File: config.mk
export PLATFORM = sky130hd
export DESIGN_NAME = nested_irq_ctrl
export DESIGN_NICKNAME = d
export VERILOG_FILES = /design/src/rtl/nic_pkg.sv /design/src/rtl/nic_req_latch.sv /design/src/rtl/nic_prio_arb.sv /design/src/rtl/nic_service_reg.sv /design/src/rtl/nested_irq_ctrl.sv
export SDC_FILE = /design/constraint.sdc
export NUM_CORES = 1
export LEC_CHECK = 0
export BUFFER_PORTS_ARGS = -buffer_cell sky130_fd_sc_hd__clkbuf_2
export CAP_MARGIN = 20
export CORE_MARGIN = 3
export CORE_UTILIZATION = 45
export CTS_BUF_LIST = sky130_fd_sc_hd__clkbuf_16
export CTS_CLUSTER_SIZE = 8
export DETAILED_ROUTE_END_ITERATION = 10
export PLACE_DENSITY = 0.7
export RECOVER_POWER = 25
export SETUP_SLACK_MARGIN = 0.5
export SLEW_MARGIN = 10
export SYNTH_ARGS = -nofsm -noshare
export SYNTH_HDL_FRONTEND = slang
export SYNTH_SLANG_ARGS = --single-unit
File: constraint.sdc
create_clock -name clk -period 1.79 [get_ports clk]
set_input_delay 0.4475 -clock clk [delete_from_list [all_inputs] [get_ports clk]]
set_output_delay 0.4475 -clock clk [all_outputs]
set_load 0.01 [all_outputs]
File: src/rtl/nic_pkg.sv
package nic_pkg;

  typedef enum logic [1:0] {
    SVC_HOLD   = 2'd0,
    SVC_ENTER  = 2'd1,
    SVC_RETIRE = 2'd2
  } svc_op_e;

  // width of an index into n lines, never below one bit
  function automatic int unsigned idx_bits(input int unsigned n);
    return (n <= 2) ? 1 : $clog2(n);
  endfunction

endpackage

File: src/rtl/nic_req_latch.sv
module nic_req_latch #(
  parameter int unsigned NUM_LINES = 8
) (
  input  logic                 clk,
  input  logic                 rst,
  input  logic [NUM_LINES-1:0] req_lines,
  input  logic [NUM_LINES-1:0] clr_mask,
  output logic [NUM_LINES-1:0] pending
);

  logic [NUM_LINES-1:0] prev_q;
  logic [NUM_LINES-1:0] rise;

  // rising edge per line; a fresh edge wins over a same-cycle clear
  assign rise = req_lines & ~prev_q;

  always_ff @(posedge clk) begin
    if (rst) begin
      prev_q  <= '0;
      pending <= '0;
    end else begin
      prev_q  <= req_lines;
      pending <= (pending & ~clr_mask) | rise;
    end
  end

endmodule

File: src/rtl/nic_prio_arb.sv
module nic_prio_arb #(
  parameter int unsigned NUM_LINES = 8,
  parameter int unsigned IDX_W     = 3
) (
  input  logic [NUM_LINES-1:0] pending,
  input  logic [NUM_LINES-1:0] in_service,
  output logic                 any_eligible,
  output logic [IDX_W-1:0]     sel_idx
);

  // mask of indices strictly below the lowest set in-service bit
  function automatic logic [NUM_LINES-1:0] nest_mask(input logic [NUM_LINES-1:0] isr);
    logic [NUM_LINES-1:0] m;
    logic seen;
    seen = 1'b0;
    for (int i = 0; i < NUM_LINES; i++) begin
      if (isr[i]) seen = 1'b1;
      m[i] = ~seen;
    end
    return m;
  endfunction

  // lowest set index, zero when empty
  function automatic logic [IDX_W-1:0] first_one(input logic [NUM_LINES-1:0] v);
    logic [IDX_W-1:0] r;
    r = '0;
    for (int i = NUM_LINES - 1; i >= 0; i--) begin
      if (v[i]) r = IDX_W'(i);
    end
    return r;
  endfunction

  logic [NUM_LINES-1:0] allow_mask;
  logic [NUM_LINES-1:0] candidates;

  assign allow_mask   = nest_mask(in_service);
  assign candidates   = pending & allow_mask;
  assign any_eligible = |candidates;
  assign sel_idx      = first_one(candidates);

endmodule

File: src/rtl/nic_service_reg.sv
module nic_service_reg #(
  parameter int unsigned NUM_LINES = 8
) (
  input  logic                 clk,
  input  logic                 rst,
  input  logic [NUM_LINES-1:0] grant_mask,
  input  logic                 svc_done,
  output logic [NUM_LINES-1:0] in_service,
  output logic [NUM_LINES-1:0] retire_mask
);
  import nic_pkg::*;

  svc_op_e op;

  // isolate the lowest set bit: the most urgent active level
  assign retire_mask = in_service & (~in_service + NUM_LINES'(1));

  always_comb begin
    if (|grant_mask)   op = SVC_ENTER;
    else if (svc_done) op = SVC_RETIRE;
    else               op = SVC_HOLD;
  end

  always_ff @(posedge clk) begin
    if (rst) begin
      in_service <= '0;
    end else begin
      unique case (op)
        SVC_ENTER:  in_service <= in_service | grant_mask;
        SVC_RETIRE: in_service <= in_service & ~retire_mask;
        default:    in_service <= in_service;
      endcase
    end
  end

endmodule

File: src/rtl/nested_irq_ctrl.sv
module nested_irq_ctrl #(
  parameter int unsigned NUM_LINES = 8,
  localparam int unsigned IDX_W = nic_pkg::idx_bits(NUM_LINES)
) (
  input  logic                 clk,
  input  logic                 rst,
  input  logic [NUM_LINES-1:0] req_lines,
  input  logic                 cpu_ack,
  input  logic                 svc_done,
  output logic                 cpu_irq,
  output logic [IDX_W-1:0]     vec_idx,
  output logic [NUM_LINES-1:0] in_service
);

  logic [NUM_LINES-1:0] pending;
  logic [NUM_LINES-1:0] grant_mask;
  logic [NUM_LINES-1:0] retire_mask;
  logic                 ack_take;

  assign ack_take   = cpu_ack & cpu_irq;
  assign grant_mask = ack_take ? (NUM_LINES'(1) << vec_idx) : '0;

  nic_req_latch #(.NUM_LINES(NUM_LINES)) u_latch (
    .clk       (clk),
    .rst       (rst),
    .req_lines (req_lines),
    .clr_mask  (grant_mask),
    .pending   (pending)
  );

  nic_prio_arb #(.NUM_LINES(NUM_LINES), .IDX_W(IDX_W)) u_arb (
    .pending      (pending),
    .in_service   (in_service),
    .any_eligible (cpu_irq),
    .sel_idx      (vec_idx)
  );

  nic_service_reg #(.NUM_LINES(NUM_LINES)) u_svc (
    .clk         (clk),
    .rst         (rst),
    .grant_mask  (grant_mask),
    .svc_done    (svc_done),
    .in_service  (in_service),
    .retire_mask (retire_mask)
  );

endmodule

==> summary by stage <==
Outcome
The flow ran to the end, but the final reports show violations. The checks that failed: negative setup slack.

Global route
The sum of overflow across all layers after global routing is 0. The initial antenna violation count is 0. In the global route stage, overall resource usage came out at 22.7%.

The global-route wire length before repair is 5670 um. Entering global routing, the biggest net connects 16 pins. The via count of the first global-routing pass is 1186.

Synthesis
The mean area per synthesized cell is 8.83 um2. The cell area after synthesis is 1130 um2. The area fraction of the dominant cell type after synthesis is 42.5%. The post-synthesis net count is 140.

The synthesized flop and latch total is 24. The number of distinct library cell variants in the gate-level netlist after synthesis is 39. The Yosys step of the flow raised 0 warnings.

The synthesized design spends more area on one cell type than any other, namely sky130_fd_sc_hd__dfxtp_1. Ranked by total cell area, the synthesized netlist is headed by sky130_fd_sc_hd__dfxtp_1 43%, sky130_fd_sc_hd__nor2b_1 8.9%, sky130_fd_sc_hd__a21oi_1 4.4%. In the synthesized netlist the dominant register cell turns out to be sky130_fd_sc_hd__dfxtp_1. For this run, asynchronously set or reset flops after synthesis account for 0%. The count of flip-flops with a built-in enable after synthesis is 0.

In the synthesized netlist, the number of instances is 128. Of the synthesized area, sequential elements account for 42.5%.

Drt
The average wire per standard cell is 20.8 um. In this run the remaining antenna-violating nets after routing total 0. The number of iterations in the first detailed-routing pass is 4.

The routed layout has 1354 vias. The final wirelength is 4680 um. After detailed routing, the number of remaining DRC violations is 0.

The number of design-rule violations left by the first detailed-router iteration is 74. In the routed layout, each cell is associated on average with a via count of 6.02.

Die
In this run the core area contains 17 standard-cell rows. The placeable core region is 2300 um2. The area of the die is 3150 um2. The die extent in x is 56.1 um. The vertical extent of the die is 56.1 um.

The initial core utilization is 49.2%. 24 I/O pins were placed.

Placement
The cell area reported after detailed placement is 1420 um2. The HPWL after detailed placement is 2110 um. The congestion estimate from routability-driven global placement came to 0.862.

Port buffering added 23 buffers. OpenSTA, run right after detailed placement, puts the worst setup slack at -0.0335 ns.

Pwr
The standby leakage power is 0.894 nW. Per report_power, the clock group accounts for 24.8% of the total. The switching power total is 652 uW.

Sequential cells account for 31.1% of the total power. Power spread over the standard cell area amounts to 963 nW/um2. The share of total power dissipated in combinational logic is 44.1%. Cell internal power was estimated by the tool at 1.34 mW. Net switching is 32.8% of the power. VDD sags by at most 0.847 mV.

Critical path
In this run the worst path has a maximum fanout of 4. Tracing the worst setup path back leads to its startpoint at u_latch.pending[5]. The worst setup path is captured at an output port. Among all stages on the critical path, the largest delay is contributed by sky130_fd_sc_hd__dfxtp_4.

The kind of start point of the critical path is a register. The critical register-to-register path startpoint is u_svc.in_service[1]. At the worst endpoint, the required time is 1.34 ns. STA puts the critical path data arrival time at 1.69 ns. The signal on the critical path passes through inv_1 > a221oi_4 > o211ai_1 > buf_4 > nor3_2 > buf_2. The critical path class is register to output port. The biggest cell delay along the critical path is 0.37 ns.

Final layout
The count of fill cells added during filler insertion is 89. The net count of the finished layout is 210. The post-route netlist has 63.5% of its cells at a drive strength greater than 1. The library cell used most frequently in the layout, excluding fill and tap cells, is sky130_fd_sc_hd__buf_4.

Once layout is done, the placed cells without fillers occupy 2070 um2. The number of antenna diodes in the final layout is 0. Relative to the synthesized area, the layout overhead comes to 82.9%. In the layout the commonest cells are 28 x sky130_fd_sc_hd__buf_4, 25 x sky130_fd_sc_hd__buf_6, 15 x sky130_fd_sc_hd__nor2b_1.

Clock network
In this run the number of H-tree levels came out at 1. TritonCTS built the clock tree. The latest clock arrival within the worst-skew pair is 0.26 ns. The clock passes through at most 2 buffers. After clock tree synthesis, the clock-pin slew on the worst setup and hold paths is 0.06 ns.

The tree is rooted in a sky130_fd_sc_hd__clkbuf_16. The sink count of the clock tree is 24. In this run, CTS created clock tree buffers numbering 3. After clock tree synthesis, the flow added hold-fix buffers numbering 0.

Hold path
The worst min-delay path startpoint is req_lines[7]. The min-delay analysis places its worst path in the category input port to register.

Timing
Measured against its own limit, the worst slew margin works out to 65.8%. The share of the cycle needed by the critical path after routing is 119%. The smallest setup slack after layout is -0.345 ns. The final number of max-transition violations came to 0.

The slew at the pin closest to its max-slew limit is 0.513 ns. The number of failing hold endpoints at the final stage is 0. The final total negative setup slack is -3.82 ns. The maximum clock skew at final layout is 0.00387 ns. Setup violations remaining at the end of the flow were counted as 20. Setup repair after global routing could not meet its margin everywhere. The highest attainable clock frequency is 0.468 GHz. The routed design could run at a clock period as short as 2.14 ns.

Job
Across the run, the number of max-cap violations was 0.
[per-layer routing]
metal,wire length [um],global-route usage (%),vias to the layer above
met3,188,4.87,13
met2,2460,39.6,55
li1,-,-,595
met5,0,0,-
met1,1890,25.4,691
met4,141,12.5,0
[worst paths after layout]
path	to	slack [ns]	depth (start not counted)
min	u_latch.prev_q[7]	0.41	2
min reg2reg	u_latch.pending[0]	0.52	2
max	vec_idx[2]	-0.35	6
max reg2reg	u_latch.pending[0]	-0.26	9
[state kept, by name, indices dropped and copies added (netlist names)]
name,count
u_latch.pending,8
u_latch.prev_q,8
u_svc.in_service,8
[cell usage after synthesis, drive strengths merged (2+ instances only)]
| library cell | number |
|---|---|
| nor3b | 2 |
| dfxtp | 24 |
| nand2b | 6 |
| nand2 | 8 |
| inv | 6 |
| buf | 3 |
| nor2 | 12 |
| o21ai | 7 |
| a32o | 2 |
| o211ai | 2 |
| clkbuf | 2 |
| nand3 | 3 |
| nor3 | 4 |
| nor2b | 16 |
| nand4 | 2 |
| a21oi | 11 |
[metrics by stage]
stage / utilization, % / total power [mW] / cells / hold slack [ns]
after CTS: 75.5 / 1.69 / 208 / 0.415
after detailed placement: 61.8 / 1.06 / 190 / 0.459
after global placement: 61.8 / 1.05 / 190 / 0.463
after floorplan: - / 0.898 / 128 / 0.448
final: 90.0 / 1.99 / 225 / 0.408
after global routing: 90.0 / 2.06 / 225 / 0.425
[worst max-delay path: cells and delay by family, from the launching register on]
kind                   cells  cell delay [ns]
AO/OA/AOI/OAI              2             0.52
buffers and inverters      3             0.43
flip-flops                 1             0.37
AND/OR/NAND/NOR            1             0.10
[area by class of cell]
cell class / count / area [um2] / share of cell area [%]
multi-input combinational: 93 / 828 / 40.1
inverter: 6 / 22.5 / 1.09
sequential: 24 / 512 / 24.8
timing repair buffer: 70 / 591 / 28.6
tap: 28 / 35.0 / 1.69
clock buffer: 3 / 75.1 / 3.63
clock inverter: 1 / 3.75 / 0.182
[repair_timing]
action,CTS,global route
pin swaps,16,25
gates cloned,0,0
endpoints found under the setup margin,24,28
buffers inserted,14,17
gates resized for setup,32,56
[kinds of logic after synthesis]
logic type      after synthesis  synth area share (%)
simple gates                 62                  33.1
compound gates               31                  19.6
flops                        24                  42.5
buf+inv                      11                  4.76
[power by group through the flow]
| stage | Clock, mW | Combinational [mW] | Sequential (mW) |
|---|---|---|---|
| 2_1_floorplan | 0 | 0.272 | 0.626 |
| 3_3_place_gp | 0 | 0.431 | 0.623 |
| 3_5_place_dp | 0 | 0.439 | 0.626 |
| 4_1_cts | 0.488 | 0.590 | 0.617 |
| 5_1_grt | 0.522 | 0.914 | 0.624 |
| 6_report | 0.493 | 0.878 | 0.620 |
Power figures use the tool's default switching activity.
